$ cat config.mk
export PLATFORM = sky130hd
export DESIGN_NAME = svm_duty_calc
export DESIGN_NICKNAME = d
export VERILOG_FILES = /design/src/rtl/svm_pkg.sv /design/src/rtl/svm_project.sv /design/src/rtl/svm_sector.sv /design/src/rtl/svm_timing.sv /design/src/rtl/svm_duty_calc.sv
export SDC_FILE = /design/constraint.sdc
export NUM_CORES = 1
export LEC_CHECK = 0
export BUFFER_PORTS_ARGS = -buffer_cell sky130_fd_sc_hd__buf_2
export CORE_ASPECT_RATIO = 2
export CORE_MARGIN = 4
export CORE_UTILIZATION = 30
export DETAILED_ROUTE_END_ITERATION = 7
export SLEW_MARGIN = 0
export SYNTH_ARGS = -nofsm -noshare
export SYNTH_HDL_FRONTEND = slang
export SYNTH_SLANG_ARGS = --single-unit
$ cat constraint.sdc
create_clock -name clk -period 53.1 [get_ports clk]
set_clock_uncertainty 0.2 [all_clocks]
set_input_delay 10.62 -clock clk [delete_from_list [all_inputs] [get_ports clk]]
set_output_delay 10.62 -clock clk [all_outputs]
set_load 0.005 [all_outputs]
$ cat src/rtl/svm_pkg.sv
package svm_pkg;

  // source of an active-vector time
  typedef enum logic [2:0] {
    SRC_P0  = 3'd0,
    SRC_NP0 = 3'd1,
    SRC_P1  = 3'd2,
    SRC_NP1 = 3'd3,
    SRC_P2  = 3'd4,
    SRC_NP2 = 3'd5
  } tsrc_e;

  // position of a phase within the centred pattern
  typedef enum logic [1:0] {
    RANK_LO  = 2'd0,
    RANK_MID = 2'd1,
    RANK_HI  = 2'd2
  } rank_e;

  typedef struct packed {
    logic  is_null;
    tsrc_e first;
    tsrc_e second;
    rank_e rank_a;
    rank_e rank_b;
    rank_e rank_c;
  } rule_t;

  function automatic rule_t rule_of(input logic [2:0] code);
    rule_t r;
    r = '{is_null: 1'b1, first: SRC_P0, second: SRC_P0,
          rank_a: RANK_LO, rank_b: RANK_LO, rank_c: RANK_LO};
    case (code)
      3'd1: r = '{1'b0, SRC_P2,  SRC_P1,  RANK_MID, RANK_LO,  RANK_HI};
      3'd2: r = '{1'b0, SRC_P1,  SRC_NP0, RANK_LO,  RANK_HI,  RANK_MID};
      3'd3: r = '{1'b0, SRC_NP2, SRC_P0,  RANK_LO,  RANK_MID, RANK_HI};
      3'd4: r = '{1'b0, SRC_NP0, SRC_P2,  RANK_HI,  RANK_MID, RANK_LO};
      3'd5: r = '{1'b0, SRC_P0,  SRC_NP1, RANK_HI,  RANK_LO,  RANK_MID};
      3'd6: r = '{1'b0, SRC_NP1, SRC_NP2, RANK_MID, RANK_HI,  RANK_LO};
      default: ;
    endcase
    return r;
  endfunction

endpackage

$ cat src/rtl/svm_project.sv
module svm_project #(
  parameter int DW  = 16,
  parameter int KSQ = 28377
) (
  input  logic signed [DW-1:0] d,
  input  logic signed [DW-1:0] q,
  output logic signed [DW-1:0] p0,
  output logic signed [DW-1:0] p1,
  output logic signed [DW-1:0] p2
);
  localparam int PW = 2 * DW;
  localparam logic signed [DW-1:0] K = DW'(KSQ);

  logic signed [PW-1:0] prod;
  logic signed [PW-1:0] q_al;
  logic signed [PW-1:0] sum_p;
  logic signed [PW-1:0] sum_m;

  assign prod  = PW'(d) * PW'(K);
  assign q_al  = PW'(q) <<< (DW - 1);
  assign sum_p = q_al + prod;
  assign sum_m = q_al - prod;

  assign p0 = q;
  assign p1 = sum_p[PW-1:DW];
  assign p2 = sum_m[PW-1:DW];
endmodule

$ cat src/rtl/svm_sector.sv
module svm_sector #(
  parameter int DW = 16
) (
  input  logic signed [DW-1:0] q,
  input  logic signed [DW-1:0] p1,
  input  logic signed [DW-1:0] p2,
  output logic [2:0]           code
);
  // each phase reference strictly positive sets its bit
  assign code[0] = !q[DW-1] && (|q);
  assign code[1] = p2[DW-1];
  assign code[2] = p1[DW-1];
endmodule

$ cat src/rtl/svm_timing.sv
module svm_timing
  import svm_pkg::*;
#(
  parameter int DW = 16
) (
  input  logic [2:0]           code,
  input  logic signed [DW-1:0] p0,
  input  logic signed [DW-1:0] p1,
  input  logic signed [DW-1:0] p2,
  output logic [DW-1:0]        ta,
  output logic [DW-1:0]        tb,
  output logic [DW-1:0]        tc
);
  localparam int WW = DW + 4;
  localparam int NPH = 3;
  localparam logic signed [WW-1:0] ONE = WW'((64'sd1 <<< (DW - 1)) - 64'sd1);

  rule_t rule;
  logic signed [WW-1:0] e0, e1, e2;
  logic signed [WW-1:0] t1, t2;
  logic signed [WW-1:0] ranked [NPH];
  logic [NPH-1:0][DW-1:0] duty;

  assign rule = rule_of(code);
  assign e0 = WW'(p0);
  assign e1 = WW'(p1);
  assign e2 = WW'(p2);

  function automatic logic signed [WW-1:0] pick(
    input tsrc_e s,
    input logic signed [WW-1:0] a0,
    input logic signed [WW-1:0] a1,
    input logic signed [WW-1:0] a2
  );
    logic signed [WW-1:0] v;
    case (s)
      SRC_P0:  v = a0;
      SRC_NP0: v = -a0;
      SRC_P1:  v = a1;
      SRC_NP1: v = -a1;
      SRC_P2:  v = a2;
      SRC_NP2: v = -a2;
      default: v = '0;
    endcase
    return v;
  endfunction

  assign t1 = pick(rule.first,  e0, e1, e2);
  assign t2 = pick(rule.second, e0, e1, e2);

  always_comb begin
    ranked[0] = (ONE - t1 - t2) >>> 1;
    ranked[1] = ranked[0] + t1;
    ranked[2] = ranked[1] + t2;
  end

  for (genvar g = 0; g < NPH; g++) begin : g_phase
    rank_e rk;
    logic signed [WW-1:0] v;
    logic [DW-1:0] clamped;

    always_comb begin
      if (g == 0)      rk = rule.rank_a;
      else if (g == 1) rk = rule.rank_b;
      else             rk = rule.rank_c;
      case (rk)
        RANK_MID: v = ranked[1];
        RANK_HI:  v = ranked[2];
        default:  v = ranked[0];
      endcase
      if (v < 0)        clamped = '0;
      else if (v > ONE) clamped = ONE[DW-1:0];
      else              clamped = v[DW-1:0];
    end

    assign duty[g] = rule.is_null ? '0 : clamped;
  end

  assign ta = duty[0];
  assign tb = duty[1];
  assign tc = duty[2];
endmodule

$ cat src/rtl/svm_duty_calc.sv
module svm_duty_calc #(
  parameter int DW  = 16,
  parameter int KSQ = 28377
) (
  input  logic          clk,
  input  logic          rst_n,
  input  logic          in_valid,
  output logic          in_ready,
  input  logic [DW-1:0] in_d,
  input  logic [DW-1:0] in_q,
  output logic          out_valid,
  input  logic          out_ready,
  output logic [DW-1:0] out_ta,
  output logic [DW-1:0] out_tb,
  output logic [DW-1:0] out_tc
);
  logic signed [DW-1:0] p0, p1, p2;
  logic [2:0]           sec_code;
  logic [DW-1:0]        ta_c, tb_c, tc_c;
  logic                 take;

  svm_project #(.DW(DW), .KSQ(KSQ)) u_proj (
    .d (in_d),
    .q (in_q),
    .p0(p0),
    .p1(p1),
    .p2(p2)
  );

  svm_sector #(.DW(DW)) u_sec (
    .q   (in_q),
    .p1  (p1),
    .p2  (p2),
    .code(sec_code)
  );

  svm_timing #(.DW(DW)) u_tim (
    .code(sec_code),
    .p0  (p0),
    .p1  (p1),
    .p2  (p2),
    .ta  (ta_c),
    .tb  (tb_c),
    .tc  (tc_c)
  );

  assign in_ready = !out_valid || out_ready;
  assign take     = in_valid && in_ready;

  always_ff @(posedge clk) begin
    if (!rst_n) begin
      out_valid <= 1'b0;
      out_ta    <= '0;
      out_tb    <= '0;
      out_tc    <= '0;
    end else if (take) begin
      out_valid <= 1'b1;
      out_ta    <= ta_c;
      out_tb    <= tb_c;
      out_tc    <= tc_c;
    end else if (out_ready) begin
      out_valid <= 1'b0;
    end
  end
endmodule

---- Word level (Yosys, flattened, before mapping) ----
Cells that the tools add are included.
storage, ports and cells
  bits in registers ....................... 49
  output and inout bits ................... 50
operators by class
  add/sub/neg operators ................... 9
  multiply operators ...................... 1
  order comparisons ....................... 6
  equal/unequal tests ..................... 22
  multiplexer cells ....................... 17
  reductions and logical operators ........ 9
operators by type and width
  operator                count
  $pmux 20 s6             2
  $mux 16                 9
  $pmux 20 s2             3
  $pmux 13 s6             1
  $gt 20x16->1 const B    3
  $lt 20x1->1 const B     3
  $neg 16->20             3
  $add 31x32->32          1
  $mul 16x16->32 const B  1
  $sub 31x32->32          1
  $eq 3x3->1 const B      7
  $add 19x20->20          1
  $add 20x20->20          1
  $sub 16x20->20 const A  1
  $sub 20x20->20          1
  $eq 3x2->1 const B      6
  $reduce_or 16->1        1
  $eq 3x1->1 const B      3
  $eq 2x1->1 const B      3
  $eq 2x2->1 const B      3
  $logic_not 3->1         2
  $logic_and 1x1->1       2
  $logic_not 1->1         2
  $mux 1                  2
  other kinds (2)         2

---- Longest topological paths before layout ----
  depth in word-level cells ............... 15
  gate-level depth with buffers ........... 80
  mapped depth without buffers ............ 77

---- Hierarchy ----
Synthesis repeated with hierarchy kept, for this count alone.
second synthesis, totals
  cell total of the unflattened synthesis .. 2352
  area total of the unflattened synthesis .. 17750.8 um2
modules (own cells, without submodules)
  module         instances  cells each  area an instance (um2)
  svm_project    1          935         7942.6
  svm_timing     1          1196        7815.0
  svm_duty_calc  1          214         1945.6
  svm_sector     1          7           47.5

---- Worst setup path before layout ----
No wires, ideal clock.
  kind .................................... input to register
  start ................................... input port in_d[5]
  end ..................................... register out_ta[0]
  data arrival time ....................... 26594 ps
  data required time ...................... 52809 ps
  path slack .............................. 26215 ps
  stages on the path ...................... 77
  buffers on the path ..................... 3
  cells stage by stage .................... ha_1 > inv_1 > fa_1 > inv_1 > fa_1 > inv_1 > fa_1 > inv_1 > fa_1 > inv_1 > fa_1 > inv_1 > ha_1 > a2111oi_4 > o21a_1 > o21ai_0 > a21oi_1 > o21bai_1 > [... 41 more ...] > a31o_2 > maj3_1 > a21oi_1 > xnor2_1 > ha_1 > a31oi_1 > o21ai_0 > a31o_2 > a21o_1 > a21oi_1 > xnor2_1 > o21ai_0 > nand2_1 > mux2i_1 > a211oi_2 > buf_4 > a21oi_1 > a311oi_1
between the ends
  cells in the longest elaborated chain, start to end .. 15
  elaborated cells between the ends (all ways) .. 38
  those cells by class .................... add/sub: 8; mul: 1; order compare: 2; eq/ne: 18; mux: 7; reduce/logical: 2
RTL lines
  what                                                     RTL line             text
  start, declared                                          svm_duty_calc.sv:9   input logic [DW-1:0] in_d,
  $mul 16x16->32 (*)                                       svm_project.sv:19    assign prod = PW'(d) * PW'(K);
  branches (longest 13 deep; another with $sub 31x32->32)  n/a
  $mux 16 (*)                                              svm_timing.sv:76     assign duty[g] = rule.is_null ? '0 : clamped;
  end signal, assigned                                     svm_duty_calc.sv:58  out_ta <= ta_c;
  end, declared                                            svm_duty_calc.sv:13  output logic [DW-1:0] out_ta,
Mark *: on every way between the ends.
A chain may end at the register's enable or synchronous reset.

---- Worst setup path in the final report ----
  start ................................... input port in_d[7]
  end ..................................... register out_tb[10]
between the ends
  cells in the longest elaborated chain, start to end .. 15
  elaborated cells between the ends (all ways) .. 38
  those cells by class .................... add/sub: 8; mul: 1; order compare: 2; eq/ne: 18; mux: 7; reduce/logical: 2
RTL lines
  what                                                     RTL line             text
  $mul 16x16->32 (*)                                       svm_project.sv:19
  branches (longest 13 deep; another with $sub 31x32->32)  n/a
  $mux 16 (*)                                              svm_timing.sv:76
  end signal, assigned                                     svm_duty_calc.sv:59  out_tb <= tb_c;
  end, declared                                            svm_duty_calc.sv:14  output logic [DW-1:0] out_tb,
Marks and branches as above.

==> results.md <==
- Run status: complete, no violations
- Fin. Hold Viols: 0
- Remaining Overflow, GRT: 0
- Total I/O pin count: 86
- Yosys warns: 0
- Final nets: 2,619
- Post-route cell area: 18,200 um2
- Post-synth cell types: 112
- FF+latch area: 981 um2
- Vias per cell: 5.57
- CP Max Fanout: 15
- Post-Synth Simple-Gate Area: 16.6%
- Critical Path RT: 53,120 ps
- Clk buf depth: 2
- Largest cells by area after synthesis: ha_1, fa_1, inv_1
- Synthesized-area fraction occupied by adder cells: 32.3%
- Number of synthesized flops with an enable pin: 0
- TritonCTS Buffers: 5
- Clk root buf: clkbuf_16
- Die W: 176 um
- Cts repair resizes: 0
- Pin count of the biggest net entering global routing: 63
- Routed WL: 58,500 um
- Hold crit path type: reg -> reg
- Via count: 16,500
- Worst-case reg-to-reg path depth: 8
- Worst Hold Path Cells: 2
- WP data arrival: 29,860 ps
- Post-CTS Setup Bufs: 0
- Area of the die: 60,200 um2
- Crit path time final: 29,840 ps
- Worst slew pin tran: 1130 ps
- Synth top area share: 17.2%
- Site row count: 122
- 1st-iter DRT viols: 1,096
- CTS tree: yes
- Total global-route track usage: 18.6%
- Pre-antenna DRT Iters: 8
- Commonest cells post-synth: inv_1, ha_1, nand2_1
- Unrepaired setup endpoints after global routing: no
- #FFs+latches synth: 49
- DPL Wire Length: 49,400 um
- Syn Inst Count: 2,189
- Post-synth top flop: dfxtp_1
- WL/cell: 19.7 um
- Critical path's slowest cell: a311oi_2
- Mux cell area share after synthesis: 1.10%
- Die Y: 343 um
- Dpl cell area: 18,100 um2
- Starting Density: 30.4%
- Synthesized area: 16,800 um2
- Slowest stage delay, CP: 920 ps
- Maxcap violations: 0
- Tcrit/Tclk final: 56.2%
- Final Max Tran Viols: 0
- Startpoint Class: input pin
- Setup Viol. Count Final: 0
- Layout cells sized above 1: 9.21%
- Worst Setup End Kind: flop
- Multi-input gate area: 14,200 um2
- First-pass GRT wire length: 90,200 um
- Most frequent cell after synthesis: inv_1
- Hold-fix buffers, CTS: 0
- Area leader, netlist: ha_1
- Worst-path clk slew: 60 ps
- Largest family of logic cells by synthesized area: adder cells
- Area grow syn2layout: 8.28%
- Initial antenna violation count: 9
- Slew headroom: 24.5%
- Syn_area_per_cell: 7.69 um2
- H-tree depth: 2
- Core ar.: 55,400 um2
- Compound-Gate Fraction of Synth Area: 27.3%
- Clk Latency, worst-skew pair: 290 ps
- Xor/xnor share of the synthesized area: 7.29%
- Post-route DRC: 0
- Filler instances: 5,934
- Ys async rst share: 0%
- Post-route ant nets: 0
- Post-Syn Nets: 2,583
- Port Buffers: 85
- Max Clock Freq: 33.5 MHz
- RD Place Congestion: 0.988
- Sequential area share after synthesis: 5.83%
- Crit path kind: in -> reg
- Clock Sinks: 49
- Vias in the first global route: 16,800
- Setup_tns: 0 ps
sequential cells by signal, indices dropped and copies added, names as in the netlist:
name and count:
out_ta 16, out_tb 16, out_tc 16, out_valid 1
placed cells by master (no fill, tap or decap), types with 48 or more instances in the layout:
master   count
inv_1      333
fa_1       126
buf_2       85
o21ai_0    125
dfxtp_1     49
nor3_1      50
a21oi_1    159
xor2_1      48
nor2_1     108
nand2_1    174
xnor2_1     82
ha_1       232
cell type report:
type | count | share of cell area, %
Antenna cell | 3 | 0.0412
Clock buffer | 7 | 0.782
Clock inverter | 1 | 0.165
Inverter | 336 | 6.92
Multi-Input combinational cell | 1720 | 78.1
Sequential cell | 49 | 5.38
Tap cell | 744 | 5.11
Timing Repair Buffer | 113 | 3.49
path summary, 6_finish.rpt:
path / startpoint / endpoint / slack (ps)
worst max-delay path: in_d[7] / out_tb[10] / 23260
worst min-delay path: out_tc[1] / out_tc[1] / 250
worst max register to register: out_valid / out_tb[10] / 50180
worst min register to register: out_tc[1] / out_tc[1] / 250
logic make-up after synthesis:
kind of cell    after synthesis
compound gates              662
simple gates                547
buf+inv                     420
fa+ha+maj                   359
xor+xnor                    134
flops                        49
mux                          18
critical path: cells and delay by family:
family / cells / cell delay, ps
compound gates: 32 / 7510
xor+xnor: 5 / 1340
fa+ha+maj: 13 / 5320
buf+inv: 11 / 1520
mux: 1 / 90
simple gates: 14 / 3440
metal layers:
layer | GRT usage [%] | part of all wire, % | up-vias
li1 | - | - | 7804
met1 | 18.1 | 34 | 7888
met2 | 37.1 | 54 | 624
met3 | 1.33 | 4.3 | 226
met4 | 11.8 | 7.8 | 4
met5 | 0 | 0.034 | -
per-stage QoR:
stage / hold slack [ps] / setup slack (ps) / instances / utilization (%)
after floorplan: 248 / 26210 / 2189 / -
after global placement: 239 / 23200 / 2962 / 32.6
after detailed placement: 244 / 23040 / 2962 / 32.6
after CTS: 252 / 23260 / 2970 / 32.9
after global routing: 272 / 22080 / 2970 / 32.9
final: 248 / 23260 / 2973 / 32.9
Power is not shown: default switching activity piles up to over one toggle a cycle in this logic, so the estimate is an artifact.
